[config.mk]
export PLATFORM = sky130hd
export DESIGN_NAME = panel_spi_writer
export DESIGN_NICKNAME = d
export VERILOG_FILES = /design/src/rtl/panel_spi_pkg.sv /design/src/rtl/panel_spi_tick.sv /design/src/rtl/panel_spi_shifter.sv /design/src/rtl/panel_spi_seq.sv /design/src/rtl/panel_spi_writer.sv
export SDC_FILE = /design/constraint.sdc
export NUM_CORES = 1
export LEC_CHECK = 0
export BUFFER_PORTS_ARGS = -buffer_cell sky130_fd_sc_hd__buf_2
export CORE_MARGIN = 1
export CORE_UTILIZATION = 35
export CTS_CLUSTER_SIZE = 30
export DETAILED_ROUTE_END_ITERATION = 16
export PLACE_DENSITY = 0.51
export SLEW_MARGIN = 10
export SYNTH_ARGS = -nofsm -noshare
export SYNTH_HDL_FRONTEND = slang
export SYNTH_SLANG_ARGS = --single-unit
[constraint.sdc]
create_clock -name clk -period 2.3 [get_ports clk]
set_input_delay 0 -clock clk [delete_from_list [all_inputs] [get_ports clk]]
set_output_delay 0 -clock clk [all_outputs]
set_load 0.01 [all_outputs]
[src/rtl/panel_spi_pkg.sv]
package panel_spi_pkg;

  localparam int unsigned FRAME_BITS = 24;
  localparam logic [7:0]  SEL_INDEX  = 8'h74;
  localparam logic [7:0]  SEL_DATA   = 8'h76;
  localparam int unsigned HALVES_PER_WRITE = 2 * (1 + 2 * FRAME_BITS) + 2;

  typedef enum logic [2:0] {
    ST_IDLE,
    ST_LEAD,
    ST_LOW,
    ST_HIGH,
    ST_GAP
  } seq_state_t;

endpackage

[src/rtl/panel_spi_tick.sv]
module panel_spi_tick #(
  parameter int unsigned HALF_CYC = 7
) (
  input  logic clk,
  input  logic rst_n,
  input  logic run_i,
  output logic tick_o
);

  localparam int unsigned CW = (HALF_CYC > 1) ? $clog2(HALF_CYC) : 1;
  localparam logic [CW-1:0] LAST = CW'(HALF_CYC - 1);

  logic [CW-1:0] cnt_q, cnt_d;

  assign tick_o = run_i && (cnt_q == LAST);

  always_comb begin
    if (!run_i)      cnt_d = '0;
    else if (tick_o) cnt_d = '0;
    else             cnt_d = cnt_q + 1'b1;
  end

  always_ff @(posedge clk or negedge rst_n) begin
    if (!rst_n) cnt_q <= '0;
    else        cnt_q <= cnt_d;
  end

  AST_CNT_IN_RANGE: assert property (@(posedge clk) disable iff (!rst_n)
    cnt_q <= LAST);

  AST_IDLE_CNT_CLEAR: assert property (@(posedge clk) disable iff (!rst_n)
    !$past(run_i) |-> cnt_q == '0);

endmodule

[src/rtl/panel_spi_shifter.sv]
module panel_spi_shifter #(
  parameter int unsigned NBITS = 24
) (
  input  logic             clk,
  input  logic             rst_n,
  input  logic             load_i,
  input  logic [NBITS-1:0] word_i,
  input  logic             shift_i,
  output logic             mosi_o,
  output logic             last_o
);

  localparam int unsigned BW = $clog2(NBITS);
  localparam logic [BW-1:0] TOP = BW'(NBITS - 1);

  logic [NBITS-1:0] sr_q, sr_d;
  logic [BW-1:0]    bit_q, bit_d;

  assign mosi_o = sr_q[NBITS-1];
  assign last_o = (bit_q == TOP);

  always_comb begin
    sr_d  = sr_q;
    bit_d = bit_q;
    if (load_i) begin
      sr_d  = word_i;
      bit_d = '0;
    end else if (shift_i) begin
      sr_d  = {sr_q[NBITS-2:0], 1'b0};
      bit_d = bit_q + 1'b1;
    end
  end

  always_ff @(posedge clk or negedge rst_n) begin
    if (!rst_n) begin
      sr_q  <= '0;
      bit_q <= '0;
    end else begin
      sr_q  <= sr_d;
      bit_q <= bit_d;
    end
  end

  AST_BIT_LIMIT: assert property (@(posedge clk) disable iff (!rst_n)
    bit_q <= TOP);

  AST_NO_SHIFT_PAST_LAST: assert property (@(posedge clk) disable iff (!rst_n)
    (shift_i && !load_i) |-> !last_o);

endmodule

[src/rtl/panel_spi_seq.sv]
module panel_spi_seq
  import panel_spi_pkg::*;
(
  input  logic                  clk,
  input  logic                  rst_n,
  input  logic                  start_i,
  input  logic [7:0]            reg_addr_i,
  input  logic [15:0]           value_i,
  input  logic                  tick_i,
  input  logic                  last_i,
  output logic                  run_o,
  output logic                  load_o,
  output logic [FRAME_BITS-1:0] word_o,
  output logic                  shift_o,
  output logic                  sck_o,
  output logic                  cs_n_o,
  output logic                  busy_o,
  output logic                  done_o
);

  seq_state_t  state_q, state_d;
  logic        sck_q, sck_d;
  logic        cs_n_q, cs_n_d;
  logic        second_q, second_d;
  logic        gap_q, gap_d;
  logic        done_q, done_d;
  logic [15:0] val_q, val_d;

  always_comb begin
    state_d  = state_q;
    sck_d    = sck_q;
    cs_n_d   = cs_n_q;
    second_d = second_q;
    gap_d    = gap_q;
    val_d    = val_q;
    done_d   = 1'b0;
    load_o   = 1'b0;
    shift_o  = 1'b0;
    word_o   = {SEL_INDEX, 8'h00, reg_addr_i};
    unique case (state_q)
      ST_IDLE: begin
        if (start_i) begin
          state_d  = ST_LEAD;
          cs_n_d   = 1'b0;
          sck_d    = 1'b1;
          second_d = 1'b0;
          val_d    = value_i;
          load_o   = 1'b1;
        end
      end
      ST_LEAD: begin
        if (tick_i) begin
          sck_d   = 1'b0;
          state_d = ST_LOW;
        end
      end
      ST_LOW: begin
        if (tick_i) begin
          sck_d   = 1'b1;
          state_d = ST_HIGH;
        end
      end
      ST_HIGH: begin
        if (tick_i) begin
          if (last_i) begin
            cs_n_d = 1'b1;
            if (!second_q) begin
              state_d = ST_GAP;
              gap_d   = 1'b0;
            end else begin
              state_d = ST_IDLE;
              done_d  = 1'b1;
            end
          end else begin
            shift_o = 1'b1;
            sck_d   = 1'b0;
            state_d = ST_LOW;
          end
        end
      end
      ST_GAP: begin
        word_o = {SEL_DATA, val_q};
        if (tick_i) begin
          if (!gap_q) begin
            gap_d = 1'b1;
          end else begin
            state_d  = ST_LEAD;
            cs_n_d   = 1'b0;
            second_d = 1'b1;
            load_o   = 1'b1;
          end
        end
      end
      default: state_d = ST_IDLE;
    endcase
  end

  always_ff @(posedge clk or negedge rst_n) begin
    if (!rst_n) begin
      state_q  <= ST_IDLE;
      sck_q    <= 1'b1;
      cs_n_q   <= 1'b1;
      second_q <= 1'b0;
      gap_q    <= 1'b0;
      done_q   <= 1'b0;
      val_q    <= '0;
    end else begin
      state_q  <= state_d;
      sck_q    <= sck_d;
      cs_n_q   <= cs_n_d;
      second_q <= second_d;
      gap_q    <= gap_d;
      done_q   <= done_d;
      val_q    <= val_d;
    end
  end

  assign run_o  = (state_q != ST_IDLE);
  assign busy_o = (state_q != ST_IDLE);
  assign sck_o  = sck_q;
  assign cs_n_o = cs_n_q;
  assign done_o = done_q;

  AST_SCK_IDLE_HIGH: assert property (@(posedge clk) disable iff (!rst_n)
    cs_n_q |-> sck_q);

  AST_DONE_ONE_CYCLE: assert property (@(posedge clk) disable iff (!rst_n)
    done_q |=> !done_q);

  AST_DONE_AFTER_BUSY: assert property (@(posedge clk) disable iff (!rst_n)
    done_q |-> (!busy_o && $past(busy_o) && $rose(cs_n_q)));

  AST_START_IGNORED: assert property (@(posedge clk) disable iff (!rst_n)
    (start_i && (state_q == ST_LOW)) |=> (busy_o && !cs_n_q && $stable(second_q)));

endmodule

[src/rtl/panel_spi_writer.sv]
module panel_spi_writer
  import panel_spi_pkg::*;
#(
  parameter int unsigned HALF_CYC = 7
) (
  input  logic        clk,
  input  logic        rst_n,
  input  logic        start_i,
  input  logic [7:0]  reg_addr_i,
  input  logic [15:0] value_i,
  output logic        busy_o,
  output logic        done_o,
  output logic        spi_sck_o,
  output logic        spi_mosi_o,
  output logic        spi_cs_n_o
);

  logic                  run;
  logic                  tick;
  logic                  load;
  logic                  shift;
  logic                  last;
  logic [FRAME_BITS-1:0] word;

  panel_spi_tick #(.HALF_CYC(HALF_CYC)) tick_i (
    .clk    (clk),
    .rst_n  (rst_n),
    .run_i  (run),
    .tick_o (tick)
  );

  panel_spi_seq seq_i (
    .clk        (clk),
    .rst_n      (rst_n),
    .start_i    (start_i),
    .reg_addr_i (reg_addr_i),
    .value_i    (value_i),
    .tick_i     (tick),
    .last_i     (last),
    .run_o      (run),
    .load_o     (load),
    .word_o     (word),
    .shift_o    (shift),
    .sck_o      (spi_sck_o),
    .cs_n_o     (spi_cs_n_o),
    .busy_o     (busy_o),
    .done_o     (done_o)
  );

  panel_spi_shifter #(.NBITS(FRAME_BITS)) shift_i (
    .clk     (clk),
    .rst_n   (rst_n),
    .load_i  (load),
    .word_i  (word),
    .shift_i (shift),
    .mosi_o  (spi_mosi_o),
    .last_o  (last)
  );

  AST_MOSI_STABLE_HIGH: assert property (@(posedge clk) disable iff (!rst_n)
    (spi_sck_o && $past(spi_sck_o) && !spi_cs_n_o && !$fell(spi_cs_n_o)) |-> $stable(spi_mosi_o));

  AST_SCK_FALL_INSIDE_CS: assert property (@(posedge clk) disable iff (!rst_n)
    $fell(spi_sck_o) |-> !spi_cs_n_o);

endmodule

==> qor.yml, run 1 <==
status: "finished, final reports clean"
path_clk_slew_ns: 0.10
syn-cell-area_sq_um: 2550
finClkSkew_ns: 0.0110
io_pins: 32
pwr-share-clk_pct: 33.9
die_y_microns: 87.4
cts_sinks: 56
synth_enable_flop_cells: 0
min_path_cells: 4
num_rows: 30
grt_pass1_wl_microns: 9200
final_cell_mix: "54 x dfrtp_1, 49 x nand2_1, 31 x buf_2, 18 x dlygate4sd3_1"
powerDensity_nw_per_um2: 542
crit_arrival_ns: 2.20
max_cap_violations: 0
area_delta_synth_final_pct: 22.9
num_vias: 1901
hold_class: "primary input to register"
drive_above_1_share_pct: 25.1
worst-r2r-setup-slack_ns: 0.30
yosys_warnings: 0
syn_nets: 268
synth-seq-cells: 56
fillers: 690
period_share_pct: 86.7
wire_per_inst_microns: 13.6
clk_latency_ns: 0.31
grt-ovfl-total: 0
switchingPower_w: 0.000385
design.core.area_sq_um: 6910
postCtsResizedCells: 0
synth.distinct_cells: 43
leakage_nw: 1.45
reg2reg_from: "tick_i.cnt_q[0]"
fin_hold_ws_ns: 0.0289
htree_levels: 2
slew-limit-headroom_pct: 52.5
antenna_left: 0
ys_seq_area_share_pct: 55.0
avgSynthCellArea_sq_um: 10.7
final_common_cell: "dfrtp_1"
cts_buffers: 5
cts_tree: "yes"
pwr-share-seq_pct: 60.4
vias_per_cell: 4.91
drc: 0
switching_share_pct: 22.6
ys.flop_type: "dfrtp_1"
layout_min_cycle_time_ns: 2.00
dieWidth_microns: 87.4
grt_max_degree: 57
setup_viol_count_final: 0
worst-path-max-fanout: 6
tightest_slew_ns: 0.713
n_antenna_cell: 0
path_class: "register to register"
place_hpwl_microns: 3510
drt-initial-drc-count: 123
fmax_mhz: 501
antenna_found_initial: 0
whs_endpoint: "shift_i.sr_q[2]"
grt_util_all_layers_pct: 15.7
root_buffer: "clkbuf_8"
setup_tns_ns: 0
finalMaxSlewViolations: 0
critPathRequiredTime_ns: 2.50
wl_microns: 5270
gp_congestion: 0.777
pwr-share-comb_pct: 5.7
grt_pass1_vias: 1833
firstDrtPassIters: 4
hold_start: "reg_addr_i[2]"
io_buffers: 31
rr_worst_depth: 6
p_int_w: 0.00132
synth_cells: 238
start_util_pct: 37.0
fin_nets: 320
endpoint_kind: "register"
timing_hold_violations_final: 0
timing.rr.end: "shift_i.sr_q[17]"
dieArea_sq_um: 7640
cp-start-kind: "register"
cts_setup_buffers: 0
cts_buffer_depth: 2
rsz0062_at_grt: "no"
vdd.ir_drop.worst_uv: 242
synthArstFlopShare_pct: 100
## cells in the mapped netlist (all sizes together) (2+ instances only)
master   n  area [sq um]
mux2i   10           100
mux2    13           146
nor2    15          56.3
a22oi   10          75.1
dfrtp   54          1350
and3     2          17.5
nand3   15          75.1
a221o    5          50.1
nor3     4          31.3
buf      9          43.8
dfstp    2          52.6
ha       3          37.5
clkbuf   6          22.5
xnor2    3          26.3
inv      4          15.0
nand2   49           184
a21oi   10          50.1
o41ai    2          17.5
## worst max path at each step
stage / startpoint / endpoint / cells after the start
6_report: tick_i.cnt_q[0] / shift_i.sr_q[17] / 6
5_1_grt: tick_i.cnt_q[0] / shift_i.sr_q[8] / 6
4_1_cts: tick_i.cnt_q[0] / shift_i.sr_q[12] / 6
3_5_place_dp: tick_i.cnt_q[0] / shift_i.sr_q[17] / 6
3_3_place_gp: tick_i.cnt_q[0] / shift_i.sr_q[11] / 6
2_1_floorplan: shift_i.bit_q[0] / shift_i.sr_q[17] / 7
## worst max-delay path, cell delays in order, from the launching register on
cell	delay (ns)
dfrtp_1	0.41
inv_1	0.06
ha_1	0.23
nand4_1	0.31
or3_1	0.44
and3_4	0.19
a211o_1	0.26
## routing by layer
| layer | GRT usage (%) | share of wire, % | wire (microns) |
|---|---|---|---|
| met5 | 0 | 0 | 0 |
| met4 | 4.47 | 1.3 | 68 |
| met3 | 3.79 | 3.9 | 205 |
| met2 | 24.8 | 45 | 2390 |
| met1 | 21.5 | 50 | 2610 |
## power groups by stage
| stage | combinational (W) | clock (W) | sequential [W] |
|---|---|---|---|
| 6_report | 0.0000978 | 0.000576 | 0.00103 |
| 2_1_floorplan | 0.0000299 | 0 | 0.00104 |
| 3_5_place_dp | 0.0000774 | 0 | 0.00105 |
| 3_3_place_gp | 0.0000763 | 0 | 0.00105 |
| 5_1_grt | 0.000112 | 0.000637 | 0.00103 |
| 4_1_cts | 0.0000997 | 0.000593 | 0.00103 |
## stage by stage
step	power, W	setup slack, ns	instances	area [sq um]	utilization (%)
floorplan	0.00107	0.355	238	2550	-
global placement	0.00112	0.337	361	2860	41.4
detailed placement	0.00112	0.307	361	2860	41.4
CTS	0.00172	0.290	386	3130	45.3
global route	0.00178	0.0916	387	3140	45.4
finish	0.00170	0.305	387	3140	45.4
## sequential cells by signal, summed over array words and instances, names as in the netlist
name            count
seq_i.cs_n_o        1
seq_i.done_o        1
seq_i.gap_q         1
seq_i.sck_o         1
seq_i.second_q      1
seq_i.state_q       3
seq_i.val_q        16
shift_i.bit_q       5
shift_i.sr_q       24
tick_i.cnt_q        3
## kinds of logic (layout without fill, tap and decap cells)
logic type               Yosys count  count (layout)  synth area share [%]
AO/OA/AOI/OAI                     39              39                  11.9
adder cells (fa/ha/maj)            3               3                  1.47
AND/OR/NAND/NOR                   95              95                  17.7
flip-flops                        56              56                  55.0
multiplexers                      23              23                  9.66
buffers and inverters             19              72                  3.19
XOR/XNOR                           3               3                  1.03
## final cells by class
| class | instances | area [sq um] | area share, % |
|---|---|---|---|
| repair buffers | 60 | 430 | 13.7 |
| clock inverters | 2 | 13.8 | 0.439 |
| well taps | 96 | 120 | 3.83 |
| multi-input cells | 163 | 1070 | 34.2 |
| inverters | 4 | 15.0 | 0.478 |
| flip-flops and latches | 56 | 1400 | 44.7 |
| clock buffers | 6 | 82.6 | 2.63 |
## repair_timing
action / 4_1_cts / 5_1_grt
hold buffers: 17 / 1
hold endpoints to repair: 70 / 1
endpoints found under the setup margin: 0 / 0
Note: power is estimated with default switching activity, not from simulation.
==> inputs of run 2 (changes only) <==
--- a/config.mk
+++ b/config.mk
@@ -5,12 +5,13 @@
 export SDC_FILE = /design/constraint.sdc
 export NUM_CORES = 1
 export LEC_CHECK = 0
+export ABC_AREA = 1
 export BUFFER_PORTS_ARGS = -buffer_cell sky130_fd_sc_hd__buf_2
 export CORE_MARGIN = 1
 export CORE_UTILIZATION = 35
 export CTS_CLUSTER_SIZE = 30
 export DETAILED_ROUTE_END_ITERATION = 16
-export PLACE_DENSITY = 0.51
+export PLACE_DENSITY = 0.5
 export SLEW_MARGIN = 10
 export SYNTH_ARGS = -nofsm -noshare
 export SYNTH_HDL_FRONTEND = slang
==> run 2 against run 1 <==
Net effect:
- largest power group unchanged
- worst hold slack worse by 0.016 ns
- design area increased by 3.7%
- sequential power grew 55%
- setup slack improved by 0.035 ns
==> qor.yml, run 2 <==
grt_util_all_layers_pct: 15.0  # -0.70 points
yosysTopAreaCell: "dfrtp_1"
wire_per_inst_microns: 11.8  # -14%
p_int_w: 0.00207  # +57%
dieWidth_microns: 91.2  # +4.4%
path_clk_slew_ns: 0.10  # about the same
ys_seq_area_share_pct: 50.4  # -4.6 points
yosys_warnings: 0  # unchanged
status: "finished, final reports clean"
pwr-share-seq_pct: 47.7  # -13 points
path_class: "register to register"
ys.flop_type: "dfrtp_1"
pwr-share-comb_pct: 35.7  # +30 points
grt_pass1_vias: 2131  # +16%
syn_nets: 367  # +37%
synth-seq-cells: 56  # unchanged
cts_tree: "yes"
drive_above_1_share_pct: 16.0  # -9.1 points
synth.area.top_cells: "dfrtp_1 49%, nand2_1 17%, nand3_1 8.4%"
cts_setup_buffers: 0  # unchanged
finClkSkew_ns: 0.00351  # -0.00744 ns
htree_levels: 2  # unchanged
synth_cells: 337  # +42%
grt-ovfl-total: 0  # unchanged
num_rows: 32  # +6.7%
area_delta_synth_final_pct: 16.9
final_common_cell: "nand2_1"
leakage_nw: 1.75  # +21%
die_y_microns: 91.2  # +4.4%
max_stage_delay_ns: 0.41  # -0.03 ns
gp_congestion: 0.796  # +2.4%
syn-cell-area_sq_um: 2790  # +9.1%
finalMaxSlewViolations: 0  # unchanged
rsz0062_at_grt: "no"
grt_pass1_wl_microns: 10000  # +8.7%
dieArea_sq_um: 8320  # +8.9%
fin_util_pct: 42.1  # -3.3 points
wl_microns: 5690  # +7.9%
fin_nets: 411  # +28%
clk_latency_ns: 0.30  # about the same
largest_reg_flops: 24  # unchanged
switching_share_pct: 38.2  # +16 points
slew-limit-headroom_pct: 53.2  # +0.73 points
fin_hold_ws_ns: 0.0125  # -0.0164 ns
powerDensity_nw_per_um2: 1030  # +90%
max_cap_violations: 0  # unchanged
drc: 0  # unchanged
final_area_sq_um: 3260  # +3.7%
worst-path-max-fanout: 19  # +13
num_vias: 2230  # +17%
io_buffers: 31  # unchanged
final_cell_mix: "127 x nand2_1, 54 x dfrtp_1, 47 x nand3_1, 31 x buf_2, 19 x inv_1"
synth.distinct_cells: 30  # -30%
avgSynthCellArea_sq_um: 8.26  # -23%
cp_common_cell: "nand2_1"
root_buffer: "clkbuf_8"
cp-start-kind: "register"
slowest_stage: "dfrtp_1"
grt_max_degree: 34  # -40%
io_pins: 32  # unchanged
vdd.ir_drop.worst_uv: 471  # +94%
setup_viol_count_final: 0  # unchanged
design.core.area_sq_um: 7730  # +12%
critPathRequiredTime_ns: 2.50  # about the same
path_cells: "inv_1 -> ha_1 -> nand2_1 -> inv_1 -> nand4_2 -> nand2_4 -> nor2_8 -> nand2_1 -> nand2_1"
endpoint_kind: "register"
switchingPower_w: 0.00128  # +230%
place_hpwl_microns: 3900  # +11%
period_share_pct: 85.2  # -1.5 points
n_antenna_cell: 0  # unchanged
vias_per_cell: 4.61  # -6.2%
synthArstFlopShare_pct: 100  # unchanged
layout_min_cycle_time_ns: 1.96  # -0.0355 ns
cts_sinks: 56  # unchanged
fmax_mhz: 510  # +1.8%
regMostFlops: "shift_i.sr_q"
timing_hold_violations_final: 0  # unchanged
start_util_pct: 36.0  # -0.91 points
yosys-top-cells-count: "127 x nand2_1, 54 x dfrtp_1, 47 x nand3_1"
setup_tns_ns: 0  # unchanged
synthDominantCellAreaShare_pct: 48.5  # -4.4 points
antenna_left: 0  # unchanged
antenna_found_initial: 0  # unchanged
placed_area_sq_um: 2990  # +4.6%
drt-initial-drc-count: 150  # +22%
pwr-share-clk_pct: 16.6  # -17 points
tightest_slew_ns: 0.702  # -0.0110 ns
reg_top3: "shift_i.sr_q x24, seq_i.val_q x16, shift_i.bit_q x5"
cts_buffer_depth: 2  # unchanged
synth_enable_flop_cells: 0  # unchanged
yosysMostFrequentCell: "nand2_1"
crit_arrival_ns: 2.16  # -0.04 ns
hold_class: "primary input to register"
cts_buffers: 5  # unchanged
firstDrtPassIters: 6  # +2
run 2: cell count changes in the layout (fill, tap and decap cells not counted), sizes merged, moves of 3 or more:
cell | before | now
inv | 5 | 23
xor2 | 0 | 3
o21ai | 0 | 18
a22oi | 10 | 0
xnor2 | 3 | 0
a221o | 5 | 0
mux2i | 10 | 0
buf | 42 | 33
a21oi | 10 | 13
nand2 | 49 | 133
mux2 | 13 | 0
nand3 | 15 | 49
run 2: kinds of logic (layout without fill, tap and decap cells):
kind of cell | after synthesis | count (layout) | share of synthesized area (%)
compound gates | 32 | 32 | 5.97
xor+xnor | 3 | 3 | 0.944
fa+ha+maj | 3 | 3 | 1.35
buf+inv | 37 | 82 | 7.05
flops | 56 | 56 | 50.4
simple gates | 206 | 206 | 34.3
run 2: final cells by class:
type                            instances  area, sq um
Clock buffer                            6         82.6
Clock inverter                          2         10.0
Fill cell                             782         4470
Inverter                               24         93.8
Multi-Input combinational cell        244         1180
Sequential cell                        56         1400
Tap cell                              102          128
Timing Repair Buffer                   50          353
run 2: critical path: cells and delay by family (launching register included):
family	cells	cell delay (ns)
and+or+nand+nor	6	1.03
adders and majority gates	1	0.15
DFF	1	0.41
buffers and inverters	2	0.26
run 2: per-layer routing:
metal | up-vias | part of all wire (%) | GRT usage, % | wire, microns
met5 | - | 0 | 0 | 0
met4 | 0 | 0.97 | 3.97 | 55
met3 | 5 | 2.4 | 2.76 | 137
met2 | 26 | 47 | 24.7 | 2690
met1 | 1032 | 49 | 20.3 | 2810
li1 | 1167 | - | - | -
run 2: final timing paths:
check | startpoint | to | slack, ns | cells past startpoint
setup reg to reg | tick_i.cnt_q[0] | shift_i.sr_q[13] | 0.34 | 9
max in group asynchronous | rst_n | shift_i.sr_q[7] | 1.44 | 3
hold reg to reg | seq_i.cs_n_o | seq_i.cs_n_o | 0.47 | 2
min in group asynchronous | rst_n | shift_i.sr_q[23] | 0.27 | 2
setup / recovery | tick_i.cnt_q[0] | shift_i.sr_q[13] | 0.34 | 9
hold / removal | reg_addr_i[0] | shift_i.sr_q[0] | 0.01 | 5
run 2: power by group through the flow:
stage          Sequential (W)  Combinational [W]  Clock, W
2_1_floorplan         0.00157           0.000966         0
3_3_place_gp          0.00162            0.00117         0
3_5_place_dp          0.00162            0.00120         0
4_1_cts               0.00160            0.00122  0.000579
5_1_grt               0.00166            0.00141  0.000614
6_report              0.00160            0.00120  0.000557
run 2: what timing repair did:
item | 4_1_cts | 5_1_grt
hold buffers | 17 | 0
gates resized for setup | 0 | 0
endpoints found under the hold margin | 42 | 0
run 2: through the flow:
stage / worst slack (ns) / instances / total power [W]
finish: 0.340 / 484 / 0.00335
global route: 0.128 / 484 / 0.00368
CTS: 0.318 / 484 / 0.00340
detailed placement: 0.335 / 459 / 0.00282
global placement: 0.429 / 459 / 0.00279
floorplan: 0.747 / 337 / 0.00254
==> inputs of run 3 (changes only) <==
--- a/config.mk
+++ b/config.mk
@@ -5,13 +5,12 @@
 export SDC_FILE = /design/constraint.sdc
 export NUM_CORES = 1
 export LEC_CHECK = 0
-export ABC_AREA = 1
 export BUFFER_PORTS_ARGS = -buffer_cell sky130_fd_sc_hd__buf_2
 export CORE_MARGIN = 1
 export CORE_UTILIZATION = 35
 export CTS_CLUSTER_SIZE = 30
 export DETAILED_ROUTE_END_ITERATION = 16
-export PLACE_DENSITY = 0.5
+export PLACE_DENSITY = 0.53
 export SLEW_MARGIN = 10
 export SYNTH_ARGS = -nofsm -noshare
 export SYNTH_HDL_FRONTEND = slang
==> constraint.sdc (replaced) <==
create_clock -name clk -period 1.71 [get_ports clk]
set_input_delay 0 -clock clk [delete_from_list [all_inputs] [get_ports clk]]
set_output_delay 0 -clock clk [all_outputs]
set_load 0.01 [all_outputs]
==> run 3 against run 2 <==
Net effect:
- the flow now finishes with violations (negative setup slack)
- utilization grew 9.7 points
- critical path depth decreased by 2
- maximum frequency rose by 13%
- critical path type unchanged
- combinational power decreased by 89%
- largest cell class unchanged
- non-clock buffer count grew 43
- register-to-register slack got worse by 0.36 ns
- sequential share of layout area is 3.9 points lower
==> qor.yml, run 3 (same netlist as run 1, synthesis figures left out) <==
status: "finished, violations left"
violations: "negative setup slack"
leakage_nw: 1.66  # -5.2%
p_int_w: 0.00174  # -16%
grt_pass1_wl_microns: 9630  # -3.7%
switching_share_pct: 24.0  # -14 points
wire_per_inst_microns: 14.2  # +20%
firstDrtPassIters: 4  # -2
finalMaxSlewViolations: 0  # unchanged
hold_class: "primary input to register"
reg_top3: "shift_i.sr_q x24, seq_i.val_q x16, shift_i.bit_q x5"
num_vias: 2079  # -6.8%
switchingPower_w: 0.000550  # -57%
cp-startpoint: "shift_i.bit_q[1]"
htree_levels: 2  # unchanged
critPathRequiredTime_ns: 1.92  # -0.58 ns
fin_nets: 353  # -14%
largest_reg_flops: 24  # unchanged
area_delta_synth_final_pct: 40.1
vdd.ir_drop.worst_uv: 457  # -2.9%
grt_max_degree: 27  # -21%
crit_end: "shift_i.sr_q[1]"
n_antenna_cell: 0  # unchanged
fmax_mhz: 579  # +13%
wl_microns: 5950  # +4.6%
dieArea_sq_um: 7640  # -8.2%
fin_ws_ns: -0.0180  # -0.358 ns
cts_sinks: 56  # unchanged
fin_hold_ws_ns: 0.00752  # -0.00503 ns
rsz0062_at_grt: "yes"
design.core.area_sq_um: 6910  # -11%
die_y_microns: 87.4  # -4.2%
dieWidth_microns: 87.4  # -4.2%
drc: 0  # unchanged
pwr-share-clk_pct: 33.8  # +17 points
root_buffer: "clkbuf_8"
io_buffers: 31  # unchanged
num_rows: 30  # -6.3%
placed_area_sq_um: 3060  # +2.3%
finalPower_w: 0.00229  # -32%
setup_viol_count_final: 4  # +4
grt_util_all_layers_pct: 16.6  # +1.6 points
clk_latency_ns: 0.32  # +0.02 ns
antenna_found_initial: 0  # unchanged
worst-path-max-fanout: 7  # -12
drive_above_1_share_pct: 36.1  # +20 points
gp_congestion: 0.776  # -2.6%
pwr-share-seq_pct: 60.4  # +13 points
fin_util_pct: 51.8  # +9.7 points
final_common_cell: "dfrtp_1"
grt-ovfl-total: 0  # unchanged
max_cap_violations: 0  # unchanged
slew-limit-headroom_pct: 71.5  # +18 points
grt_pass1_vias: 1960  # -8.0%
antenna_left: 0  # unchanged
reg2reg_from: "shift_i.bit_q[1]"
rr_worst_depth: 7  # -2
period_share_pct: 101  # +16 points
io_pins: 32  # unchanged
cts_tree: "yes"
regMostFlops: "shift_i.sr_q"
finClkSkew_ns: 0.00956  # +0.00604 ns
place_hpwl_microns: 3900  # about the same
tightest_slew_ns: 0.428  # -0.274 ns
layout_min_cycle_time_ns: 1.73  # -0.232 ns
worst-r2r-setup-slack_ns: -0.02  # -0.36 ns
drt-initial-drc-count: 78  # -48%
powerDensity_nw_per_um2: 640  # -38%
final_cell_mix: "54 x dfrtp_1, 49 x nand2_1, 31 x buf_2, 29 x buf_4, 17 x dlygate4sd3_1"
cts_buffer_depth: 2  # unchanged
path_clk_slew_ns: 0.11  # about the same
vias_per_cell: 4.95  # +7.4%
pwr-share-comb_pct: 5.8  # -30 points
path_class: "register to register"
timing.rr.end: "shift_i.sr_q[1]"
endpoint_kind: "register"
timing_hold_violations_final: 0  # unchanged
crit_arrival_ns: 1.93  # -0.23 ns
start_util_pct: 37.0  # +0.91 points
cp-start-kind: "register"
cts_buffers: 5  # unchanged
final_area_sq_um: 3580  # +9.9%
## run 3: worst min-delay path by stage
stage / from / endpoint / cells after the start
finish: reg_addr_i[0] / shift_i.sr_q[0] / 3
global route: reg_addr_i[0] / shift_i.sr_q[0] / 3
CTS: reg_addr_i[0] / shift_i.sr_q[0] / 3
detailed placement: rst_n / seq_i.state_q[1] / 1
global placement: rst_n / seq_i.state_q[1] / 1
floorplan: rst_n / seq_i.done_o / 0
## run 3: critical path: stages (launching register included)
cell       delay, ns
dfrtp_1         0.38
ha_2            0.18
and4b_1         0.23
buf_6           0.14
nor3_4          0.05
buf_4           0.15
clkbuf_16       0.15
a221o_1         0.34
## run 3: area by class of cell
cell class | count | area [sq um]
fill | 678 | 3330
sequential | 56 | 1400
multi-input combinational | 163 | 1150
timing repair buffer | 93 | 795
tap | 96 | 120
clock buffer | 5 | 68.8
clock inverter | 3 | 25.0
inverter | 4 | 15.0
## run 3: per-layer routing
| metal | track usage, % | vias to the layer above | part of all wire (%) |
|---|---|---|---|
| li1 | - | 1015 | - |
| met1 | 23.9 | 1012 | 50 |
| met2 | 25.4 | 46 | 46 |
| met3 | 2.56 | 6 | 3.2 |
| met4 | 5.81 | 0 | 1.3 |
| met5 | 0 | - | 0 |
## run 3: repair_timing
action	in CTS	in global routing
setup buffers	5	5
pin swaps	4	7
cloned	0	3
hold endpoints to repair	33	0
setup endpoints to repair	20	35
resized for setup	4	19
hold buffers	17	0
## run 3: power by group through the flow
stage	combinational [W]	sequential, W	clock [W]
5_1_grt	0.000153	0.00139	0.000847
6_report	0.000133	0.00138	0.000773
3_3_place_gp	0.000104	0.00141	0
4_1_cts	0.000137	0.00138	0.000794
3_5_place_dp	0.000107	0.00141	0
2_1_floorplan	0.0000402	0.00140	0
## run 3: metrics by stage
step                cells  setup WS (ns)  TNS (ns)
floorplan             238         -0.130    -0.885
global placement      382        -0.0705    -0.598
detailed placement    382         -0.105    -0.827
CTS                   412       0.000487         0
global route          420        -0.0865     -1.24
finish                420        -0.0180   -0.0490
